$ cat src/rtl/hiccup_pkg.sv
package hiccup_pkg;

    typedef enum logic [2:0] {
        ST_IDLE = 3'd0,
        ST_SOFT = 3'd1,
        ST_RUN  = 3'd2,
        ST_WAIT = 3'd3,
        ST_LOCK = 3'd4
    } hic_state_e;

    localparam int unsigned SYNC_STAGES = 2;

    // States in which the phases are allowed to switch
    function automatic logic drives_phases(hic_state_e s);
        return (s == ST_SOFT) || (s == ST_RUN);
    endfunction

endpackage

$ cat src/rtl/hiccup_fault_sync.sv
module hiccup_fault_sync #(
    parameter int unsigned STAGES = 2
) (
    input  logic clk,
    input  logic rst,
    input  logic async_i,
    output logic sync_o
);
    logic [STAGES-1:0] chain_q;

    always_ff @(posedge clk) begin
        if (rst) chain_q <= '0;
        else     chain_q <= {chain_q[STAGES-2:0], async_i};
    end

    assign sync_o = chain_q[STAGES-1];
endmodule

$ cat src/rtl/hiccup_wait_timer.sv
module hiccup_wait_timer #(
    parameter int unsigned WAIT_TICKS = 2048
) (
    input  logic clk,
    input  logic rst,
    input  logic clear_i,
    input  logic tick_i,
    output logic done_o
);
    localparam int unsigned CW = (WAIT_TICKS > 1) ? $clog2(WAIT_TICKS) : 1;
    localparam logic [CW-1:0] LAST = CW'(WAIT_TICKS - 1);

    logic [CW-1:0] cnt_q;

    always_ff @(posedge clk) begin
        if (rst || clear_i)
            cnt_q <= '0;
        else if (tick_i && cnt_q != LAST)
            cnt_q <= cnt_q + 1'b1;
    end

    assign done_o = tick_i && (cnt_q == LAST);


    wait_cnt_range_chk: assert property (@(posedge clk) disable iff (rst)
        cnt_q <= LAST);


    wait_tickless_hold_chk: assert property (@(posedge clk) disable iff (rst)
        (!clear_i && !tick_i) |=> $stable(cnt_q));
endmodule

$ cat src/rtl/hiccup_attempt_ctr.sv
module hiccup_attempt_ctr #(
    parameter int unsigned MAX_TRIES = 8
) (
    input  logic clk,
    input  logic rst,
    input  logic clr_i,
    input  logic inc_i,
    output logic last_o
);
    localparam int unsigned AW = (MAX_TRIES > 1) ? $clog2(MAX_TRIES) : 1;
    localparam logic [AW-1:0] TOP = AW'(MAX_TRIES - 1);

    logic [AW-1:0] fails_q;

    always_ff @(posedge clk) begin
        if (rst || clr_i)
            fails_q <= '0;
        else if (inc_i && fails_q != TOP)
            fails_q <= fails_q + 1'b1;
    end

    assign last_o = (fails_q == TOP);


    fails_range_chk: assert property (@(posedge clk) disable iff (rst)
        fails_q <= TOP);


    fails_clear_chk: assert property (@(posedge clk) disable iff (rst)
        clr_i |=> (fails_q == '0));
endmodule

$ cat src/rtl/oc_hiccup_ctrl.sv
module oc_hiccup_ctrl
    import hiccup_pkg::*;
#(
    parameter int unsigned PHASES     = 4,
    parameter int unsigned WAIT_TICKS = 2048,
    parameter int unsigned MAX_TRIES  = 8
) (
    input  logic              clk,
    input  logic              rst,
    input  logic              en_i,
    input  logic              por_i,
    input  logic              tick_i,
    input  logic              oc_raw_i,
    input  logic              ss_done_i,
    input  logic              ref_moving_i,
    output logic [PHASES-1:0] phase_oe_o,
    output logic              ss_start_o,
    output logic              pgood_o,
    output logic              latched_o
);
    hic_state_e state_q, state_d;
    logic oc_sync, oc_eff;
    logic wait_done, last_try;
    logic att_inc, att_clr;
    logic ss_start_q;
    logic go_idle;

    hiccup_fault_sync #(.STAGES(SYNC_STAGES)) sync_i (
        .clk     (clk),
        .rst     (rst),
        .async_i (oc_raw_i),
        .sync_o  (oc_sync)
    );

    // Blanking applied after synchronization
    assign oc_eff  = oc_sync && !ref_moving_i;
    assign go_idle = !en_i || por_i;

    hiccup_wait_timer #(.WAIT_TICKS(WAIT_TICKS)) timer_i (
        .clk     (clk),
        .rst     (rst),
        .clear_i (state_q != ST_WAIT),
        .tick_i  (tick_i),
        .done_o  (wait_done)
    );

    hiccup_attempt_ctr #(.MAX_TRIES(MAX_TRIES)) tries_i (
        .clk    (clk),
        .rst    (rst),
        .clr_i  (att_clr),
        .inc_i  (att_inc),
        .last_o (last_try)
    );

    always_comb begin
        state_d = state_q;
        att_inc = 1'b0;
        att_clr = 1'b0;
        if (go_idle) begin
            state_d = ST_IDLE;
            att_clr = 1'b1;
        end else begin
            unique case (state_q)
                ST_IDLE: state_d = ST_SOFT;
                ST_SOFT: begin
                    if (oc_eff) begin
                        if (last_try) state_d = ST_LOCK;
                        else begin
                            state_d = ST_WAIT;
                            att_inc = 1'b1;
                        end
                    end else if (ss_done_i) begin
                        state_d = ST_RUN;
                        att_clr = 1'b1;
                    end
                end
                ST_RUN:  if (oc_eff) state_d = ST_WAIT;
                ST_WAIT: if (wait_done) state_d = ST_SOFT;
                ST_LOCK: state_d = ST_LOCK;
                default: state_d = ST_IDLE;
            endcase
        end
    end

    always_ff @(posedge clk) begin
        if (rst) begin
            state_q    <= ST_IDLE;
            ss_start_q <= 1'b0;
        end else begin
            state_q    <= state_d;
            ss_start_q <= (state_d == ST_SOFT) && (state_q != ST_SOFT);
        end
    end

    // Phases released in the very cycle the fault is seen
    assign phase_oe_o = {PHASES{drives_phases(state_q) && !oc_eff}};
    assign ss_start_o = ss_start_q;
    assign pgood_o    = (state_q == ST_RUN);
    assign latched_o  = (state_q == ST_LOCK);


    ss_pulse_single_chk: assert property (@(posedge clk) disable iff (rst)
        ss_start_o |=> !ss_start_o);


    run_fault_exit_chk: assert property (@(posedge clk) disable iff (rst)
        (pgood_o && oc_sync && !ref_moving_i) |=> !pgood_o);


    lock_hold_chk: assert property (@(posedge clk) disable iff (rst)
        (latched_o && en_i && !por_i) |=> (latched_o && !ss_start_o));


    disable_to_idle_chk: assert property (@(posedge clk) disable iff (rst)
        (!en_i || por_i) |=> (!pgood_o && !latched_o && phase_oe_o == '0));


    blank_keeps_run_chk: assert property (@(posedge clk) disable iff (rst)
        (pgood_o && ref_moving_i && en_i && !por_i) |=> pgood_o);
endmodule

$ cat config.mk
export PLATFORM = sky130hd
export DESIGN_NAME = oc_hiccup_ctrl
export DESIGN_NICKNAME = d
export VERILOG_FILES = /design/src/rtl/hiccup_pkg.sv /design/src/rtl/hiccup_fault_sync.sv /design/src/rtl/hiccup_wait_timer.sv /design/src/rtl/hiccup_attempt_ctr.sv /design/src/rtl/oc_hiccup_ctrl.sv
export SDC_FILE = /design/constraint.sdc
export NUM_CORES = 1
export LEC_CHECK = 0
export ABC_AREA = 1
export BUFFER_PORTS_ARGS = -buffer_cell sky130_fd_sc_hd__buf_2
export CORE_UTILIZATION = 45
export CTS_CLUSTER_SIZE = 20
export DETAILED_ROUTE_END_ITERATION = 16
export PLACE_DENSITY = 0.76
export SYNTH_ARGS = -nofsm -noshare
export SYNTH_HDL_FRONTEND = slang
export SYNTH_SLANG_ARGS = --single-unit
$ cat constraint.sdc
create_clock -name clk -period 1.6 [get_ports clk]
set_input_delay 0 -clock clk [delete_from_list [all_inputs] [get_ports clk]]
set_output_delay 0 -clock clk [all_outputs]
set_load 0.02 [all_outputs]
==> summary.md <==
| Metric | Value |
|---|---|
| Status | `completed` |
| Non-filler cells, final | `213` |
| IO Port Bufs | `14` |
| Worst-Margin Slew | `0.303 ns` |
| Synth top cells by count | `36 x nand2_1, 27 x inv_1, 24 x nor2_1, 20 x dfxtp_1, 10 x nand3_1` |
| Via density | `4.76` |
| Post-CTS Setup Inserts | `0` |
| Largest delay share family, worst path | `simple AND/OR/NAND/NOR gates` |
| Die span in x | `52.4 um` |
| Synth top area share | `35.0%` |
| CP peak stage delay | `0.44 ns` |
| DRC Markers | `0` |
| Leak pwr | `0.578 nW` |
| CTS sink cnt | `20` |
| Layout cells sized above 1 | `20.5%` |
| CP startpoint kind | `flop` |
| Final hold viol count | `0` |
| Clock-pin slew on the worst setup and hold paths | `0.12 ns` |
| CP Data Required Time | `1.81 ns` |
| CTS Buffer Depth | `2` |
| Buf/Inv on CP | `1` |
| Skew final | `0.00742 ns` |
| Synthesized Nets | `179` |
| Post-synthesis register bit count | `20` |
| Routability congestion estimate | `0.866` |
| Min Tclk post-route | `1.47 ns` |
| Synthesized area | `1140 um2` |
| Std-Cell Rows | `17` |
| Max Cap Violations | `0` |
| Final setup violation count | `0` |
| Post-DP Area | `1210 um2` |
| Syn-to-layout area delta | `13.1%` |
| Routed wire length | `2050 um` |
| Total Nets Final | `197` |
| Die ar. | `2740 um2` |
| Worst hold path class | `input pin to flop` |
| Cells after synthesis | `168` |
| Crit-path cells | `ha_1 > nand2_2 > nor2_4 > nand3_4 > nand2_4 > inv_2 > nor2_1 > nor2_1` |
| H-tree depth | `1` |
| Worst setup path class | `flop to flop` |
| Seq. cell area | `400 um2` |
| Crit path arrival time | `1.68 ns` |
| Final Util | `56.3%` |
| Grt ovf | `0` |
| Fin. max-slew vios | `0` |
| Starting DRT DRC Count | `12` |
| Vias post-DR | `1014` |
| Initial Util | `49.7%` |
| Most area-hungry cell type in the Yosys netlist | `dfxtp_1` |
| GRT Total Usage | `18.1%` |
| FFs w/ async S/R, synth | `0%` |
| Post-synth EDFFs | `0` |
| Worst relative slew slack | `79.7%` |
| WL/cell | `9.63 um` |
| Core Box Area | `2300 um2` |
| Synth warn | `0` |
| CTS tree | `built` |
| Max VDD drop | `0.674 mV` |
| Final period util | `91.9%` |
| Post-detail-place hpwl | `1620 um` |
| Post-synthesis sequential area ratio | `35.0%` |
| RSZ-0062 raised after global routing | `no` |
| CP Max Fanout | `11` |
| Initial antenna violation count | `0` |
| Layout fillers | `208` |
| Antenna Cells | `0` |
| Cell with the most instances after synthesis | `nand2_1` |
| I/O pin total | `15` |
| Slowest-stage cell, CP | `dfxtp_1` |
| Power per cell area | `764 nW/um2` |
| Total power | `0.988 mW` |
| First-pass GRT wire length | `3600 um` |
| Clock root buffer | `clkbuf_4` |
| Design area | `1290 um2` |
| Netlist cell types | `25` |
| Vias in the first global route | `905` |
| Inserted Clock Buffers | `3` |
| Top_reg_cell synth | `dfxtp_1` |
| Max Fclk | `680 MHz` |
| Placed insts | `206` |
| Setup TNS | `0 ns` |
| Top cell by count, worst path | `nor2_1` |
| First-pass DRT Iterations | `4` |
| Crit path capture type | `flop` |
| Multi-input gate area in the final layout | `584 um2` |
| Worst-skew pair later-pin latency | `0.31 ns` |
| Largest net degree at the start of global routing | `13` |
| Die height | `52.4 um` |
| Area contributors post-synth | `dfxtp_1 35%, nand2_1 12%, inv_1 8.9%, nor2_1 7.9%, nand3_1 4.4%` |
| Post-route ant nets | `0` |
| Avg Cell Area, Syn | `6.80 um2` |
through the flow:
stage,hold WS [ns],setup WS [ns]
finish,0.0224,0.129
global route,0.0470,0.00186
CTS,0.0186,0.140
detailed placement,0.214,0.157
global placement,0.217,0.207
floorplan,0.0712,0.245
where the power goes:
group	internal, mW	switching (mW)
clock	0.253	0.164
sequential	0.502	0.00232
combinational	0.0260	0.0399
placed cells by master (no fill, tap or decap):
| cell | count |
|---|---|
| a21boi_1 | 1 |
| a21oi_1 | 5 |
| a21oi_2 | 3 |
| buf_2 | 14 |
| bufinv_16 | 1 |
| clkbuf_4 | 3 |
| dfxtp_1 | 20 |
| dlygate4sd3_1 | 3 |
| ha_1 | 3 |
| inv_1 | 27 |
| inv_2 | 5 |
| nand2_1 | 36 |
| nand2_2 | 2 |
| nand2_4 | 1 |
| nand3_1 | 10 |
| nand3_4 | 1 |
| nand4_1 | 3 |
| nor2_1 | 24 |
| nor2_2 | 4 |
| nor2_4 | 1 |
| nor3_1 | 2 |
| nor3_2 | 3 |
| o21a_1 | 1 |
| o21ai_0 | 4 |
| o21ai_1 | 5 |
| o21bai_1 | 2 |
| xor2_1 | 1 |
final timing paths:
check	startpoint	endpoint	cells after the start	slack, ns
min reg2reg	sync_i.chain_q[0]	sync_i.chain_q[1]	2	0.42
min	tick_i	timer_i.cnt_q[10]	3	0.02
max	timer_i.cnt_q[0]	timer_i.cnt_q[1]	8	0.13
max reg2reg	timer_i.cnt_q[0]	timer_i.cnt_q[1]	8	0.13
state kept, by name, indices dropped and copies added, names as in the netlist:
signal,flops
timer_i.cnt_q,11
state_q,3
tries_i.fails_q,3
sync_i.chain_q,2
ss_start_o,1
cell families after synthesis:
kind of cell	count (synthesis)	synth area share [%]
adder cells (fa/ha/maj)	3	3.29
AND/OR/NAND/NOR	87	36.0
buffers and inverters	36	13.8
XOR/XNOR	1	0.767
flip-flops	20	35.0
AO/OA/AOI/OAI	21	11.1
repair_timing:
item,CTS,global route
gates resized for setup,0,0
hold buffers,3,0
hold endpoints to repair,2,0
layout make-up:
| class | count | share of cell area, % |
|---|---|---|
| multi-input cells | 112 | 45.2 |
| flip-flops and latches | 20 | 31.0 |
| inverters | 32 | 9.29 |
| repair buffers | 17 | 7.74 |
| well taps | 28 | 2.71 |
| clock inverters | 1 | 2.32 |
| clock buffers | 3 | 1.74 |
layer usage:
metal / GRT usage (%) / up-vias / routed length [um] / share of wire [%]
li1: - / 553 / - / -
met1: 21.0 / 444 / 1000 / 49
met2: 30.0 / 13 / 955 / 47
met3: 5.22 / 4 / 59 / 2.9
met4: 9.21 / 0 / 36 / 1.8
met5: 0 / - / 0 / 0
worst register-to-register path: stages, from the launching register on:
cell	delay, ns
dfxtp_1	0.44
ha_1	0.23
nand2_2	0.08
nor2_4	0.15
nand3_4	0.12
nand2_4	0.15
inv_2	0.07
nor2_1	0.08
nor2_1	0.05
(Power assumes the default switching activity.)
